==> config.mk <==
export PLATFORM = sky130hd
export DESIGN_NAME = ac97_regbank
export DESIGN_NICKNAME = d
export VERILOG_FILES = /design/src/rtl/ac97_rb_pkg.sv /design/src/rtl/ac97_rb_store.sv /design/src/rtl/ac97_rb_shadow.sv /design/src/rtl/ac97_rb_readpath.sv /design/src/rtl/ac97_regbank.sv
export SDC_FILE = /design/constraint.sdc
export NUM_CORES = 2
export LEC_CHECK = 0
export BUFFER_PORTS_ARGS = -buffer_cell sky130_fd_sc_hd__buf_2
export CORE_MARGIN = 2
export CORE_UTILIZATION = 40
export CTS_CLUSTER_DIAMETER = 100
export DETAILED_ROUTE_END_ITERATION = 6
export GPL_ROUTABILITY_DRIVEN = 0
export GPL_TIMING_DRIVEN = 0
export REMOVE_ABC_BUFFERS = 1
export SLEW_MARGIN = 20
export SYNTH_ARGS = -nofsm -noshare
export SYNTH_HDL_FRONTEND = slang
export SYNTH_SLANG_ARGS = --single-unit
==> constraint.sdc <==
create_clock -name clk -period 4.2 [get_ports clk]
set_clock_uncertainty 0.05 [all_clocks]
set_input_delay 0.84 -clock clk [delete_from_list [all_inputs] [get_ports clk]]
set_output_delay 0.84 -clock clk [all_outputs]
set_load 0.01 [all_outputs]
==> src/rtl/ac97_rb_pkg.sv <==
// Shared constants and per-address rules for the codec register bank.
// Assumes 7-bit byte addresses with the register index in bits 6:1.
package ac97_rb_pkg;

    localparam int REG_W = 16;

    localparam logic [6:0] A_SWRST  = 7'h00;
    localparam logic [6:0] A_PWRCTL = 7'h26;
    localparam logic [6:0] A_EXTID  = 7'h28;
    localparam logic [6:0] A_EXTCTL = 7'h2A;
    localparam logic [6:0] A_RATE0  = 7'h2C;
    localparam logic [6:0] A_RATE1  = 7'h2E;
    localparam logic [6:0] A_RATE2  = 7'h30;
    localparam logic [6:0] A_ADCR0  = 7'h32;
    localparam logic [6:0] A_ADCR1  = 7'h34;
    localparam logic [6:0] A_MDMID  = 7'h3C;
    localparam logic [6:0] A_RDMODE = 7'h5A;
    localparam logic [6:0] A_VID1   = 7'h7C;
    localparam logic [6:0] A_VID2   = 7'h7E;

    localparam logic [REG_W-1:0] RATE_48K = 16'hBB80;
    localparam logic [REG_W-1:0] RATE_44K = 16'hAC44;

    typedef struct packed {
        logic             en;
        logic [REG_W-1:0] val;
    } wr_shape_t;

    // True for the three sample-rate registers that share one flag
    function automatic logic is_rate_reg(logic [6:0] a);
        return (a == A_RATE0) || (a == A_RATE1) || (a == A_RATE2);
    endfunction

    // Decide whether a write lands in storage and which value it stores
    function automatic wr_shape_t shape_write(logic [6:0] a, logic [REG_W-1:0] d);
        wr_shape_t s;
        s.en  = 1'b1;
        s.val = d;
        if (a[0] || a == A_VID1 || a == A_VID2 || a == A_EXTID) begin
            s.en = 1'b0;
        end else if (a == A_PWRCTL) begin
            s.val = {d[15:4], 4'b1110};
        end else if (a == A_EXTCTL) begin
            s.val = {d[15:10], 4'b0111, d[5:0]};
        end else if (a == A_ADCR0 || a == A_ADCR1) begin
            s.val = RATE_48K;
        end
        return s;
    endfunction

    // Bits that survive readback in compliant mode
    function automatic logic [REG_W-1:0] keep_mask(logic [6:0] a);
        logic [REG_W-1:0] m;
        m = 16'h0000;
        if (a == A_SWRST)                     m = 16'hFFFF;
        else if (a >= 7'h02 && a <= 7'h1E)    m = 16'h9F3F;
        else if (a == A_PWRCTL)               m = 16'hFF0F;
        else if (a == A_EXTID)                m = 16'hC3FF;
        else if (a == A_EXTCTL)               m = 16'h07FF;
        else if (a >= A_RATE0 && a <= A_ADCR1) m = 16'hFFFF;
        else if (a == A_MDMID)                m = 16'hFFFF;
        else if (a == A_RDMODE)               m = 16'h0001;
        else if (a == A_VID1 || a == A_VID2)  m = 16'hFFFF;
        return m;
    endfunction

endpackage

==> src/rtl/ac97_rb_store.sv <==
// Register storage: one REG_W word per even address.
// Assumes the caller has already applied the write-filtering rules.
module ac97_rb_store
    import ac97_rb_pkg::*;
#(
    parameter int               ADDR_W    = 7,
    parameter logic [REG_W-1:0] VID1      = 16'h4152,
    parameter logic [REG_W-1:0] VID2      = 16'h0130,
    parameter logic [REG_W-1:0] EXTID_DEF = 16'h0205
) (
    input  logic                clk,
    input  logic                rst_n,
    input  logic                wr_en,
    input  logic [ADDR_W-2:0]   wr_idx,
    input  logic [REG_W-1:0]    wr_data,
    input  logic [ADDR_W-2:0]   rd_idx,
    output logic [REG_W-1:0]    rd_word
);
    localparam int NREG = 2 ** (ADDR_W - 1);

    logic [REG_W-1:0] regs [NREG];
    logic [REG_W-1:0] init_val [NREG];

    // Reset value for each register, chosen per index at elaboration
    for (genvar i = 0; i < NREG; i++) begin : g_init
        localparam logic [6:0] A = 7'(2 * i);
        if (A == A_VID1)       begin : g_v1 assign init_val[i] = VID1;      end
        else if (A == A_VID2)  begin : g_v2 assign init_val[i] = VID2;      end
        else if (A == A_EXTID) begin : g_ei assign init_val[i] = EXTID_DEF; end
        else                   begin : g_z  assign init_val[i] = '0;        end
    end

    // Load reset values, otherwise accept filtered writes
    always_ff @(posedge clk) begin
        if (!rst_n) begin
            for (int i = 0; i < NREG; i++) regs[i] <= init_val[i];
        end else if (wr_en) begin
            regs[wr_idx] <= wr_data;
        end
    end

    assign rd_word = regs[rd_idx];
endmodule

==> src/rtl/ac97_rb_shadow.sv <==
// Shadow control flip-flops: link disable, rate flag, readback mode.
// Assumes wr_en marks a write to an even address; a 00h write clears all.
module ac97_rb_shadow
    import ac97_rb_pkg::*;
(
    input  logic             clk,
    input  logic             rst_n,
    input  logic             wr_en,
    input  logic [6:0]       wr_addr,
    input  logic [REG_W-1:0] wr_data,
    input  logic             warm_reset,
    output logic             link_off,
    output logic             rate_44k,
    output logic             compliant
);
    // Update shadow bits; software reset and warm reset take precedence
    always_ff @(posedge clk) begin
        if (!rst_n || (wr_en && wr_addr == A_SWRST)) begin
            link_off  <= 1'b0;
            rate_44k  <= 1'b0;
            compliant <= 1'b0;
        end else begin
            if (warm_reset)                          link_off  <= 1'b0;
            else if (wr_en && wr_addr == A_PWRCTL)   link_off  <= wr_data[12];
            if (wr_en && is_rate_reg(wr_addr))       rate_44k  <= (wr_data == RATE_44K);
            if (wr_en && wr_addr == A_RDMODE)        compliant <= wr_data[0];
        end
    end
endmodule

==> src/rtl/ac97_rb_readpath.sv <==
// Read response builder: substitutes live fields, masks, and registers.
// Assumes stored is the word at the even index of rd_addr.
module ac97_rb_readpath
    import ac97_rb_pkg::*;
(
    input  logic             clk,
    input  logic             rst_n,
    input  logic             rd_en,
    input  logic [6:0]       rd_addr,
    input  logic [REG_W-1:0] stored,
    input  logic             codec_sel,
    input  logic             link_off,
    input  logic             rate_44k,
    input  logic             compliant,
    output logic             rsp_valid,
    output logic [6:0]       rsp_addr,
    output logic [REG_W-1:0] rsp_data,
    output logic [1:0]       rsp_tags
);
    logic [REG_W-1:0] word;

    // Form the outgoing word from storage and live state
    always_comb begin
        word = stored;
        if (is_rate_reg(rd_addr)) word = rate_44k ? RATE_44K : RATE_48K;
        if (rd_addr == A_EXTID || rd_addr == A_MDMID) begin
            word[14] = codec_sel;
            word[15] = 1'b0;
        end
        if (rd_addr == A_PWRCTL) word[12] = link_off;
        if (compliant) word = word & keep_mask(rd_addr);
        if (rd_addr[0]) word = '0;
    end

    // Register the response one cycle after the request
    always_ff @(posedge clk) begin
        if (!rst_n) begin
            rsp_valid <= 1'b0;
            rsp_addr  <= '0;
            rsp_data  <= '0;
            rsp_tags  <= 2'b00;
        end else begin
            rsp_valid <= rd_en;
            rsp_addr  <= rd_en ? rd_addr : '0;
            rsp_data  <= rd_en ? word : '0;
            rsp_tags  <= rd_en ? 2'b11 : 2'b00;
        end
    end
endmodule

==> src/rtl/ac97_regbank.sv <==
// Codec register bank controller top: decodes requests and ties storage,
// shadow bits and the read path together. Assumes one request per cycle.
module ac97_regbank
    import ac97_rb_pkg::*;
#(
    parameter int               ADDR_W    = 7,
    parameter logic [REG_W-1:0] VID1      = 16'h4152,
    parameter logic [REG_W-1:0] VID2      = 16'h0130,
    parameter logic [REG_W-1:0] EXTID_DEF = 16'h0205
) (
    input  logic              clk,
    input  logic              rst_n,
    input  logic              req_valid,
    input  logic              req_write,
    input  logic [ADDR_W-1:0] req_addr,
    input  logic [REG_W-1:0]  req_wdata,
    input  logic              codec_sel,
    input  logic              warm_reset,
    output logic              rsp_valid,
    output logic [ADDR_W-1:0] rsp_addr,
    output logic [REG_W-1:0]  rsp_data,
    output logic [1:0]        rsp_tags,
    output logic              link_off
);
    wr_shape_t        shp;
    logic             wr_even;
    logic             rd_en;
    logic [REG_W-1:0] stored;
    logic             rate_44k;
    logic             compliant;

    // Request decode and write shaping
    always_comb begin
        wr_even = req_valid && req_write && !req_addr[0];
        rd_en   = req_valid && !req_write;
        shp     = shape_write(req_addr, req_wdata);
    end

    ac97_rb_store #(
        .ADDR_W(ADDR_W), .VID1(VID1), .VID2(VID2), .EXTID_DEF(EXTID_DEF)
    ) i_store (
        .clk     (clk),
        .rst_n   (rst_n),
        .wr_en   (wr_even && shp.en),
        .wr_idx  (req_addr[ADDR_W-1:1]),
        .wr_data (shp.val),
        .rd_idx  (req_addr[ADDR_W-1:1]),
        .rd_word (stored)
    );

    ac97_rb_shadow i_shadow (
        .clk        (clk),
        .rst_n      (rst_n),
        .wr_en      (wr_even),
        .wr_addr    (req_addr),
        .wr_data    (req_wdata),
        .warm_reset (warm_reset),
        .link_off   (link_off),
        .rate_44k   (rate_44k),
        .compliant  (compliant)
    );

    ac97_rb_readpath i_read (
        .clk       (clk),
        .rst_n     (rst_n),
        .rd_en     (rd_en),
        .rd_addr   (req_addr),
        .stored    (stored),
        .codec_sel (codec_sel),
        .link_off  (link_off),
        .rate_44k  (rate_44k),
        .compliant (compliant),
        .rsp_valid (rsp_valid),
        .rsp_addr  (rsp_addr),
        .rsp_data  (rsp_data),
        .rsp_tags  (rsp_tags)
    );
endmodule

==> results.sh <==
export IMPL_status="finished, violations left"
export IMPL_violations="setup timing"
export IMPL_syn2layout_area_growth_pct=13.04
export IMPL_max_capacitance_violation_count=0
export IMPL_tritoncts_num_buffers=108
export IMPL_synth_top_family_by_area="multiplexers"
export IMPL_cts_num_sinks=1051
export IMPL_min_clock_period_post_route_ns=4.267
export IMPL_grt_total_usage_pct=22.26
export IMPL_synth_seq_cells=1051
export IMPL_post_route_cells_drive_above_1_share_pct=18.71
export IMPL_criticalPathCategory="input pin to flip-flop"
export IMPL_global_route_overflow_total=0
export IMPL_wire_length_of_the_first_global_routing_pass_um=187800
export IMPL_power_density_nw_per_um2=453.0
export IMPL_worst_endpoint_required_ns=4.46
export IMPL_mostFrequentLayoutCell="sky130_fd_sc_hd__edfxtp_1"
export IMPL_cts_clk_slew_worst_paths_ns=0.07
export IMPL_cp_slowest_stage_delay_ns=0.87
export IMPL_fillerInstances=9797
export IMPL_rsz0062_at_grt="true"
export IMPL_syn_instance_count=3121
export IMPL_route_top_layer_used="met4"
export IMPL_synth_flop_cell="sky130_fd_sc_hd__edfxtp_1"
export IMPL_detail_route_wirelength_met1_um=53360
export IMPL_drt_first_pass_iters=5
export IMPL_synthAdderAreaFrac_pct=0
export IMPL_post_route_period_util_pct=101.6
export IMPL_grt_pass1_vias=26230
export IMPL_fmax_ghz=0.2344
export IMPL_layout_setup_ws_ns=-0.06701
export IMPL_async_flop_share_pct=0
export IMPL_p_total_mw=23.33
export IMPL_met2_wirelength_um=60380
export IMPL_route_detailed_vias_per_inst=5.781
export IMPL_std_cell_rows=123
export IMPL_peakVddDrop_v=0.0003089
export IMPL_timing_slew_headroom_pct=25.46
export IMPL_vias=27270
export IMPL_critical_path_top_delay_family="simple AND/OR/NAND/NOR gates"
export IMPL_post_route_ant_nets=0
export IMPL_tritoncts="yes"
export IMPL_clock_path_buffers=3
export IMPL_start_util_pct=40.39
export IMPL_placeableCoreArea_um2=112800
export IMPL_avgSynthCellArea_um2=14.60
export IMPL_synth_simple_area_share_pct=11.37
export IMPL_numnets_final=3157
export IMPL_critical_path_endpoint_type="flip-flop"
export IMPL_h_tree_depth=3
export IMPL_synth_yosys_warnings=0
export IMPL_die_area_um2=116600
export IMPL_detailed_route_drc_error_count=0
export IMPL_fin_util_pct=45.66
export IMPL_met3RoutedLength_um=12610
export IMPL_finalHoldViolCount=0
export IMPL_syn_area_um2=45570
export IMPL_port_buffers=55
export IMPL_route_final_wire_length_um=130300
export IMPL_grt_max_degree=67
export IMPL_largest_fanout_on_the_critical_path=38
export IMPL_ctsRootBufferMaster="sky130_fd_sc_hd__clkbuf_16"
export IMPL_synth_edf_count=1024
export IMPL_crit_chain="buf_4 -> buf_12 -> nand4b_2 -> or2_2 -> nor2_2 -> nand2_2 -> nand2_1"
export IMPL_setup_viol_count_final=32
export IMPL_maxSlewViolCount=0
export IMPL_path_buf_inv=2
export IMPL_synth_compound_area_share_pct=3.012
export IMPL_drt_wirelength_per_cell_um=27.62
export IMPL_sequential_cell_area_fraction_in_the_yosys_report_pct=68.67
export IMPL_type_of_element_launching_the_critical_path="input pin"
export IMPL_antenna_found_initial=1
export IMPL_top_level_ports=56
export IMPL_actual_transition_at_the_worst_max_transition_pin_ns=1.103
export IMPL_synthXorXnorAreaFrac_pct=0
export IMPL_cts_hold_repair_buffers=0
export IMPL_die_height_um=341.5
export IMPL_critPathArrivalTime_ns=4.53
export IMPL_clock_latency_ns=0.70
export IMPL_layout_common_cells="sky130_fd_sc_hd__edfxtp_1, sky130_fd_sc_hd__nor2_1, sky130_fd_sc_hd__mux4_2, sky130_fd_sc_hd__clkbuf_16, sky130_fd_sc_hd__nand2_1"
export IMPL_holdCritPathClass="input pin to flip-flop"
export IMPL_ant_cells=0
export IMPL_hpwlAfterDp_um=81530
export IMPL_synth_mux_area_share_pct=13.63
export IMPL_drt_first_iter_violations=3711
export IMPL_total_leakage_power_nw=17.37
export IMPL_crit_slowest_cell="sky130_fd_sc_hd__nand2_1"
export IMPL_synth_distinct_cells=81
export IMPL_die_width_um=341.5
[cell type report]
type	instances	area, um2	area share, %
clock inverters	72	531.8	1.032
inverters	14	56.30	0.1093
repair buffers	114	1590	3.087
well taps	1500	1877	3.644
multi-input cells	1839	13330	25.87
clock buffers	127	2838	5.509
flip-flops and latches	1051	31290	60.75
[kinds of logic (layout without fill, tap and decap cells)]
| kind of cell | Yosys count | count (layout) |
|---|---|---|
| mux | 319 | 319 |
| other cells | 2 | 68 |
| buf+inv | 297 | 327 |
| simple gates | 1259 | 1259 |
| compound gates | 193 | 193 |
| flops | 1051 | 1051 |
[Yosys cell counts, drive strengths merged (14+ instances only)]
| master | instances | area (um2) |
|---|---|---|
| a22oi | 80 | 600.6 |
| mux2i | 73 | 730.7 |
| nor3 | 14 | 86.34 |
| buf | 157 | 978.4 |
| nor2 | 969 | 3642 |
| inv | 14 | 52.55 |
| clkbuf | 126 | 473.0 |
| mux4 | 237 | 5379 |
| a21oi | 34 | 170.2 |
| and2 | 24 | 150.1 |
| dfxtp | 27 | 540.5 |
| nand2 | 171 | 719.4 |
| edfxtp | 1024 | 30750 |
[registers in the layout, indices dropped and copies added, names as in the netlist]
name / flops
i_store.regs: 1024
i_shadow.compliant: 1
i_read.rsp_data: 16
i_read.rsp_addr: 7
i_read.rsp_tags: 1
i_shadow.link_off: 1
i_shadow.rate_44k: 1
[metal layers]
layer  up-vias  global-route usage (%)
li1      11510                       -
met1     14110                   32.34
met2      1441                   34.37
met3       210                   3.883
met4         0                   6.736
met5         -                       0
[final timing paths]
check	from	to	slack (ns)	depth (start not counted)
min	warm_reset	i_shadow.link_off	0.28	2
max reg2reg	i_store.regs[2][1]	i_read.rsp_data[1]	1.43	5
min reg2reg	i_shadow.rate_44k	i_shadow.rate_44k	0.52	2
max	rst_n	i_store.regs[35][14]	-0.07	7
[where the power goes]
group	total (mW)	leakage (nW)	switching, mW	internal, mW
combinational	1.91	5.76	1.23	0.675
clock	9.27	1.65	4.08	5.18
sequential	12.2	9.96	0.136	12.0
total	23.3	17.4	5.45	17.9
[metrics by stage]
stage	setup WS, ns	hold slack, ns	cell area (um2)	setup TNS, ns	std cells
after floorplan	-0.3594	0.4249	44360	-62.53	2904
after global placement	-13.12	0.4730	46510	-	4459
after detailed placement	-0.9913	0.4823	47990	-752.26	4512
after CTS	0.003042	0.2464	51420	0	4711
after global routing	-0.04639	0.2617	51510	-1.918	4717
final	-0.06701	0.2755	51510	-1.001	4717
[repair_timing]
item | CTS | global route
gates resized for setup | 22 | 13
setup endpoints to repair | 314 | 411
pin swaps | 0 | 1
setup buffers | 0 | 5
(Power assumes the default switching activity.)
